## src/rtl/cal_rtc_pkg.sv

```systemverilog
package cal_rtc_pkg;

    localparam logic [3:0] ADDR_SEC  = 4'h0;
    localparam logic [3:0] ADDR_MIN  = 4'h2;
    localparam logic [3:0] ADDR_HR   = 4'h4;
    localparam logic [3:0] ADDR_DAY  = 4'h7;
    localparam logic [3:0] ADDR_MON  = 4'h8;
    localparam logic [3:0] ADDR_YR   = 4'h9;
    localparam logic [3:0] ADDR_STA  = 4'hA;
    localparam logic [3:0] ADDR_CTL  = 4'hB;

    localparam int CTL_FREEZE_BIT = 7;
    localparam int CTL_BIN_BIT    = 2;
    localparam int STA_FLAG_BIT   = 7;
    localparam int STA_HOLD_BIT   = 4;

    localparam logic [7:0] POISON = 8'hFF;

    typedef struct packed {
        logic [7:0] sec;
        logic [7:0] min;
        logic [7:0] hr;
        logic [7:0] day;
        logic [7:0] mon;
        logic [7:0] yr;
    } cal_t;

    typedef struct packed {
        logic freeze;
        logic bin;
        logic hold;
    } ctl_t;

    typedef enum logic [1:0] {
        PH_IDLE = 2'd0,
        PH_LEAD = 2'd1,
        PH_TAIL = 2'd2
    } phase_e;

    function automatic logic [7:0] to_bin(input logic [7:0] v, input logic bin);
        if (bin) return v;
        return 8'(v[7:4]) * 8'd10 + 8'(v[3:0]);
    endfunction

    function automatic logic [7:0] from_bin(input logic [7:0] v, input logic bin);
        if (bin) return v;
        return {4'(v / 8'd10), 4'(v % 8'd10)};
    endfunction

    function automatic logic [7:0] days_in(input logic [7:0] mon, input logic [7:0] yr);
        case (mon)
            8'd4, 8'd6, 8'd9, 8'd11: return 8'd30;
            8'd2:                    return (yr[1:0] == 2'b00) ? 8'd29 : 8'd28;
            default:                 return 8'd31;
        endcase
    endfunction

endpackage

```

## src/rtl/rtc_prescaler.sv

```systemverilog
module rtc_prescaler
    import cal_rtc_pkg::*;
#(
    parameter int TPS  = 32,
    parameter int LEAD = 3,
    parameter int TAIL = 4
) (
    input  logic clk,
    input  logic rst_n,
    input  logic tick_i,
    input  logic hold_i,
    input  logic inhibit_i,
    output logic uip_o,
    output logic poison_o,
    output logic adv_o
);

    localparam int CW = $clog2(TPS);
    localparam int TW = $clog2(TAIL + 1);
    localparam logic [CW-1:0] CNT_LAST = CW'(TPS - 1);
    localparam logic [CW-1:0] CNT_RISE = CW'(TPS - LEAD);
    localparam logic [TW-1:0] TAIL_LD  = TW'(TAIL - 1);

    typedef struct packed {
        logic [CW-1:0] cnt;
        phase_e        phase;
        logic [TW-1:0] tail;
    } pre_t;

    pre_t s_d, s_q;
    logic [CW-1:0] cnt_nx;
    logic          adv;

    always_comb begin
        s_d    = s_q;
        adv    = 1'b0;
        cnt_nx = (s_q.cnt == CNT_LAST) ? '0 : s_q.cnt + 1'b1;
        if (hold_i) begin
            s_d.cnt   = '0;
            s_d.phase = PH_IDLE;
            s_d.tail  = '0;
        end else begin
            if (tick_i) s_d.cnt = cnt_nx;
            if (inhibit_i) begin
                s_d.phase = PH_IDLE;
                s_d.tail  = '0;
            end else if (tick_i) begin
                case (s_q.phase)
                    PH_IDLE: if (cnt_nx == CNT_RISE) s_d.phase = PH_LEAD;
                    PH_LEAD: if (s_q.cnt == CNT_LAST) begin
                        adv       = 1'b1;
                        s_d.phase = PH_TAIL;
                        s_d.tail  = TAIL_LD;
                    end
                    PH_TAIL: begin
                        if (s_q.tail == '0) s_d.phase = PH_IDLE;
                        else                s_d.tail  = s_q.tail - 1'b1;
                    end
                    default: s_d.phase = PH_IDLE;
                endcase
            end
        end
    end

    always_ff @(posedge clk) begin
        if (!rst_n) s_q <= '{cnt: '0, phase: PH_IDLE, tail: '0};
        else        s_q <= s_d;
    end

    assign uip_o    = (s_q.phase != PH_IDLE);
    assign poison_o = (s_q.phase == PH_TAIL);
    assign adv_o    = adv;


    hold_zero_chk: assert property (@(posedge clk) disable iff (!rst_n)
        hold_i |=> (!uip_o && s_q.cnt == '0));


    lead_first_chk: assert property (@(posedge clk) disable iff (!rst_n)
        $rose(uip_o) |-> !poison_o);


    tail_after_adv_chk: assert property (@(posedge clk) disable iff (!rst_n)
        adv_o |=> (uip_o && poison_o));


    inhibit_low_chk: assert property (@(posedge clk) disable iff (!rst_n)
        inhibit_i |=> !uip_o);

endmodule

```

## src/rtl/rtc_calendar.sv

```systemverilog
module rtc_calendar
    import cal_rtc_pkg::*;
(
    input  logic       clk,
    input  logic       rst_n,
    input  logic       adv_i,
    input  logic       bin_i,
    input  logic       wr_i,
    input  logic [3:0] waddr_i,
    input  logic [7:0] wdata_i,
    output cal_t       cal_o
);

    cal_t cal_d, cal_q;
    logic [7:0] b_sec, b_min, b_hr, b_day, b_mon, b_yr;

    assign b_sec = to_bin(cal_q.sec, bin_i);
    assign b_min = to_bin(cal_q.min, bin_i);
    assign b_hr  = to_bin(cal_q.hr,  bin_i);
    assign b_day = to_bin(cal_q.day, bin_i);
    assign b_mon = to_bin(cal_q.mon, bin_i);
    assign b_yr  = to_bin(cal_q.yr,  bin_i);

    always_comb begin
        cal_d = cal_q;
        if (adv_i) begin
            if (b_sec < 8'd59) begin
                cal_d.sec = from_bin(b_sec + 8'd1, bin_i);
            end else begin
                cal_d.sec = from_bin(8'd0, bin_i);
                if (b_min < 8'd59) begin
                    cal_d.min = from_bin(b_min + 8'd1, bin_i);
                end else begin
                    cal_d.min = from_bin(8'd0, bin_i);
                    if (b_hr < 8'd23) begin
                        cal_d.hr = from_bin(b_hr + 8'd1, bin_i);
                    end else begin
                        cal_d.hr = from_bin(8'd0, bin_i);
                        if (b_day < days_in(b_mon, b_yr)) begin
                            cal_d.day = from_bin(b_day + 8'd1, bin_i);
                        end else begin
                            cal_d.day = from_bin(8'd1, bin_i);
                            if (b_mon < 8'd12) begin
                                cal_d.mon = from_bin(b_mon + 8'd1, bin_i);
                            end else begin
                                cal_d.mon = from_bin(8'd1, bin_i);
                                cal_d.yr  = (b_yr < 8'd99) ? from_bin(b_yr + 8'd1, bin_i)
                                                           : from_bin(8'd0, bin_i);
                            end
                        end
                    end
                end
            end
        end
        if (wr_i) begin
            case (waddr_i)
                ADDR_SEC: cal_d.sec = wdata_i;
                ADDR_MIN: cal_d.min = wdata_i;
                ADDR_HR:  cal_d.hr  = wdata_i;
                ADDR_DAY: cal_d.day = wdata_i;
                ADDR_MON: cal_d.mon = wdata_i;
                ADDR_YR:  cal_d.yr  = wdata_i;
                default:  ;
            endcase
        end
    end

    always_ff @(posedge clk) begin
        if (!rst_n) cal_q <= '{sec: 8'h00, min: 8'h00, hr: 8'h00,
                               day: 8'h01, mon: 8'h01, yr: 8'h00};
        else        cal_q <= cal_d;
    end

    assign cal_o = cal_q;


    sec_step_chk: assert property (@(posedge clk) disable iff (!rst_n)
        (adv_i && !wr_i) |=> (cal_q.sec != $past(cal_q.sec)));


    frozen_chk: assert property (@(posedge clk) disable iff (!rst_n)
        (!adv_i && !wr_i) |=> $stable(cal_q));

endmodule

```

## src/rtl/cal_rtc.sv

```systemverilog
module cal_rtc
    import cal_rtc_pkg::*;
#(
    parameter int TPS  = 32,
    parameter int LEAD = 3,
    parameter int TAIL = 4
) (
    input  logic       clk,
    input  logic       rst_n,
    input  logic       tick,
    input  logic [3:0] addr,
    input  logic       wr_en,
    input  logic [7:0] wdata,
    output logic [7:0] rdata
);

    ctl_t ctl_d, ctl_q;
    cal_t cal;
    logic uip, poison, adv;

    always_comb begin
        ctl_d = ctl_q;
        if (wr_en && addr == ADDR_CTL) begin
            ctl_d.freeze = wdata[CTL_FREEZE_BIT];
            ctl_d.bin    = wdata[CTL_BIN_BIT];
        end
        if (wr_en && addr == ADDR_STA) ctl_d.hold = wdata[STA_HOLD_BIT];
    end

    always_ff @(posedge clk) begin
        if (!rst_n) ctl_q <= '0;
        else        ctl_q <= ctl_d;
    end

    rtc_prescaler #(.TPS(TPS), .LEAD(LEAD), .TAIL(TAIL)) u_pre (
        .clk       (clk),
        .rst_n     (rst_n),
        .tick_i    (tick),
        .hold_i    (ctl_d.hold),
        .inhibit_i (ctl_d.freeze),
        .uip_o     (uip),
        .poison_o  (poison),
        .adv_o     (adv)
    );

    rtc_calendar u_cal (
        .clk     (clk),
        .rst_n   (rst_n),
        .adv_i   (adv),
        .bin_i   (ctl_q.bin),
        .wr_i    (wr_en),
        .waddr_i (addr),
        .wdata_i (wdata),
        .cal_o   (cal)
    );

    always_comb begin
        rdata = 8'h00;
        case (addr)
            ADDR_SEC: rdata = poison ? POISON : cal.sec;
            ADDR_MIN: rdata = poison ? POISON : cal.min;
            ADDR_HR:  rdata = poison ? POISON : cal.hr;
            ADDR_DAY: rdata = poison ? POISON : cal.day;
            ADDR_MON: rdata = poison ? POISON : cal.mon;
            ADDR_YR:  rdata = poison ? POISON : cal.yr;
            ADDR_STA: begin
                rdata[STA_FLAG_BIT] = uip;
                rdata[STA_HOLD_BIT] = ctl_q.hold;
            end
            ADDR_CTL: begin
                rdata[CTL_FREEZE_BIT] = ctl_q.freeze;
                rdata[CTL_BIN_BIT]    = ctl_q.bin;
            end
            default: rdata = 8'h00;
        endcase
    end


    freeze_wins_chk: assert property (@(posedge clk) disable iff (!rst_n)
        (wr_en && addr == ADDR_CTL && wdata[CTL_FREEZE_BIT]) |=> !uip);

endmodule

```

## config.mk

```make
export PLATFORM = sky130hd
export DESIGN_NAME = cal_rtc
export DESIGN_NICKNAME = d
export VERILOG_FILES = /design/src/rtl/cal_rtc_pkg.sv /design/src/rtl/rtc_prescaler.sv /design/src/rtl/rtc_calendar.sv /design/src/rtl/cal_rtc.sv
export SDC_FILE = /design/constraint.sdc
export NUM_CORES = 1
export LEC_CHECK = 0
export CAP_MARGIN = 15
export CORE_MARGIN = 2
export CORE_UTILIZATION = 45
export CTS_BUF_LIST = sky130_fd_sc_hd__clkbuf_4
export CTS_CLUSTER_DIAMETER = 40
export CTS_CLUSTER_SIZE = 12
export DETAILED_ROUTE_END_ITERATION = 10
export PLACE_DENSITY = 0.65
export SYNTH_ARGS = -nofsm -noshare
export SYNTH_HDL_FRONTEND = slang
export SYNTH_SLANG_ARGS = --single-unit
export TNS_END_PERCENT = 1
```

## constraint.sdc

```tcl
create_clock -name clk -period 7.15 [get_ports clk]
set_input_delay 1.0725 -clock clk [delete_from_list [all_inputs] [get_ports clk]]
set_output_delay 1.0725 -clock clk [all_outputs]
set_load 0.03 [all_outputs]
```

==> out/metrics.yaml <==
sta:
  slew_violations: 0
  rsz0062_at_grt: "no"
  worst_slew_pin_slew_ns: 1.08
  post-route-min-period_ns: 6.22
  setup_viol: 0
  hold_viol: 0
  slew_headroom_pct: 27.3
  setup_tns_ns: 0
  finClkSkew_ns: 0.0150
  fmax_mhz: 161
  min_period_over_period_pct: 87.0
  worst_slack_ns: 0.929
routing:
  vias: 12100
  ant_nets: 0
  firstDrtPassIters: 6
  vias_per_cell: 6.47
  drc_errors: 0
  drt_wl_total_mm: 33.0
  wl_per_cell_microns: 17.7
  drt_iter0_drc: 969
cts:
  cts_max_level: 3
  cts_tree: "built"
  cts_root_buffer: "clkbuf_4"
  postCtsHoldBufs: 0
  cts_buffers: 9
  postCtsSetupBuffers: 0
  cts.sinks: 61
  clk_path_buf_depth: 2
  cts_resized: 0
  clk_pin_slew_ns: 0.10
  clk_latency_ns: 0.43
power:
  power_density_nw_per_um2: 80.2
  clockPowerShare_pct: 32.9
  power.leakage_nw: 4.64
  p_int_mw: 0.635
  peakVddDrop_mv: 0.128
  combPwrFrac_pct: 29.4
  seq_power_share_pct: 37.6
  switching_share_pct: 33.3
  p_total_mw: 0.952
  power_switching_mw: 0.317
logic_synthesis:
  yosysWarnings: 0
  synth_seq_cells: 61
  ys_types: 120
  synth_top_cell_area_share_pct: 10.8
  ys_seq_area_share_pct: 10.8
  synth_cells: 1568
  syn_area_sq_um: 11300
  synth_top_cell_by_area: "dfxtp_1"
  syn-num-nets: 1678
  ys.flop_type: "dfxtp_1"
  syn_avg_cell_area_sq_um: 7.24
  synth_edf_count: 0
  async_reset_ff_share_pct: 0
  synth_area_leaders: "dfxtp_1 (11%), ha_1 (9.0%), a21oi_1 (5.2%)"
place:
  dp_hpwl_mm: 24.8
  dp_cells: 1849
  gp_congestion: 0.920
  port_buffers: 23
  dp_slack_ns: 0.998
layout:
  seq_area_sq_um: 1220
  drive_gt1_share_pct: 6.06
  multiInputGateArea_sq_um: 9600
  num-fill-cells: 2534
  nets: 1640
  antenna_cells: 0
  synthToLayoutAreaGrowth_pct: 4.64
  fin_cells: 1865
  postLayoutCoreUtil_pct: 47.6
die:
  dieWidth_microns: 163
  fp.dieH_microns: 163
  core_sq_um: 25000
  start_util_pct: 45.4
  fp.dieArea_sq_um: 26500
  ios: 24
  rows: 58
worst_setup_path:
  cp.arrival_ns: 6.53
  crit_buf_inv: 1
  slowest_delay_ns: 0.55
  crit_required_ns: 7.46
  r2r-end: "u_cal.cal_o[2]$_SDFF_PN0_"
  worstPathCellList: "ha_1 -> and2_1 -> fa_1 -> or3_4 -> a31o_4 -> nor3_4 -> xnor2_1 -> inv_1 -> ha_1 -> a2111oi_0 -> a21oi_1 -> a221oi_2 -> o22ai_1 -> a221oi_4 -> a21boi_1 -> o21ai_1 -> a31oi_4 -> a211oi_1 -> a2111oi_1 -> o22ai_1"
  crit_path_end_kind: "flop"
  rrSetupSlack_ns: 0.93
  rr_worst_depth: 20
  critical_path_class: "reg2reg"
  crit_fanout: 10
  cp-startpoint: "u_cal.cal_o[5]$_SDFF_PN0_"
  endpoint: "u_cal.cal_o[2]$_SDFF_PN0_"
  path_delay_family: "compound AO/OA/AOI/OAI gates"
  regToRegStartpoint: "u_cal.cal_o[5]$_SDFF_PN0_"
  start_kind: "flop"
  cp.depth: 20
  slowest_stage: "dfxtp_1"
grt:
  antenna_found_initial: 0
  grt_pass1_wl_mm: 54.5
  grt_usage_pct: 24.3
  overflow: 0
  grt_pass1_vias: 10900
  grt_max_degree: 63
outcome:
  status: "finished clean"
min_path:
  hold_path.class: "reg2reg"
flow_run:
  drv_cap: 0
## per-stage QoR
stage	hold WS, ns	instance area, sq um
after floorplan	0.450	11300
after global placement	0.464	11700
after detailed placement	0.480	11700
after CTS	0.494	11900
after global routing	0.520	11900
final	0.496	11900
## worst min-delay path, cell delays in order, from the launching register on
cell,delay [ns]
dfxtp_1,0.34
nand2_1,0.07
a21oi_1,0.05
## cell usage in the layout (no fill, tap or decap), drive strengths merged, types with 39 or more instances in the layout
master and instances:
inv 41, o21ai 99, a21oi 119, nor2 145, ha 82, mux2i 39, nor3 56, nand2 144
dfxtp 61, nand3 66, xnor2 56
## area by class of cell
cell class | instances | area share [%]
Clock buffer | 11 | 0.696
Clock inverter | 5 | 0.833
Inverter | 41 | 1.30
Multi-Input combinational cell | 1385 | 80.9
Sequential cell | 61 | 10.3
Tap cell | 330 | 3.48
Timing Repair Buffer | 32 | 2.51
## worst min path at each step
| stage | slack (ns) | start | cells after the start | end |
|---|---|---|---|---|
| floorplan | 0.45 | u_pre.s_q[2]$_SDFFE_PP0P_ | 2 | u_pre.s_q[2]$_SDFFE_PP0P_ |
| detailed placement | 0.48 | u_pre.s_q[6]$_SDFFE_PP0P_ | 2 | u_pre.s_q[6]$_SDFFE_PP0P_ |
| finish | 0.50 | u_pre.s_q[6]$_SDFFE_PP0P_ | 2 | u_pre.s_q[6]$_SDFFE_PP0P_ |
| global placement | 0.46 | u_pre.s_q[2]$_SDFFE_PP0P_ | 2 | u_pre.s_q[2]$_SDFFE_PP0P_ |
| global route | 0.52 | u_pre.s_q[6]$_SDFFE_PP0P_ | 2 | u_pre.s_q[6]$_SDFFE_PP0P_ |
| CTS | 0.49 | u_pre.s_q[6]$_SDFFE_PP0P_ | 2 | u_pre.s_q[6]$_SDFFE_PP0P_ |
## Yosys cell counts, drive strengths merged (11+ instances only)
master / instances
a21o: 28
xnor2: 56
nor2b: 16
xor2: 24
nand4: 14
clkbuf: 57
nor3: 56
o22ai: 14
nand3: 66
dfxtp: 61
fa: 12
a31oi: 23
mux2i: 39
a21oi: 119
a211o: 16
nand2b: 19
or3: 29
o211ai: 27
inv: 41
or2: 11
a221oi: 15
o21ai: 99
and2: 24
buf: 24
and3: 31
nand2: 144
a211oi: 31
ha: 82
o31ai: 17
nor2: 145
## kinds of logic after synthesis
kind of cell / share of synthesized area [%]
buf+inv: 4.61
fa+ha+maj: 11.4
flops: 10.8
xor+xnor: 6.24
simple gates: 26.9
compound gates: 35.5
mux: 4.58
## state kept, by name (all words and copies together), names as in the netlist
| signal | cells |
|---|---|
| ctl_q | 3 |
| u_cal.cal_o | 48 |
| u_pre.s_q | 10 |
## metal layers
metal | vias to the layer above | GRT usage, % | share of wire (%)
met5 | - | 0 | 0
met3 | 51 | 2.95 | 5.6
li1 | 5931 | - | -
met2 | 368 | 38.5 | 44
met4 | 0 | 5.39 | 1.9
met1 | 5715 | 35.2 | 48
## power by group through the flow
stage | clock, mW | sequential [mW] | combinational [mW]
3_3_place_gp | 0 | 0.366 | 0.272
4_1_cts | 0.317 | 0.358 | 0.277
2_1_floorplan | 0 | 0.360 | 0.210
6_report | 0.314 | 0.358 | 0.280
5_1_grt | 0.333 | 0.360 | 0.311
3_5_place_dp | 0 | 0.366 | 0.275
Power figures use the tool's default switching activity.
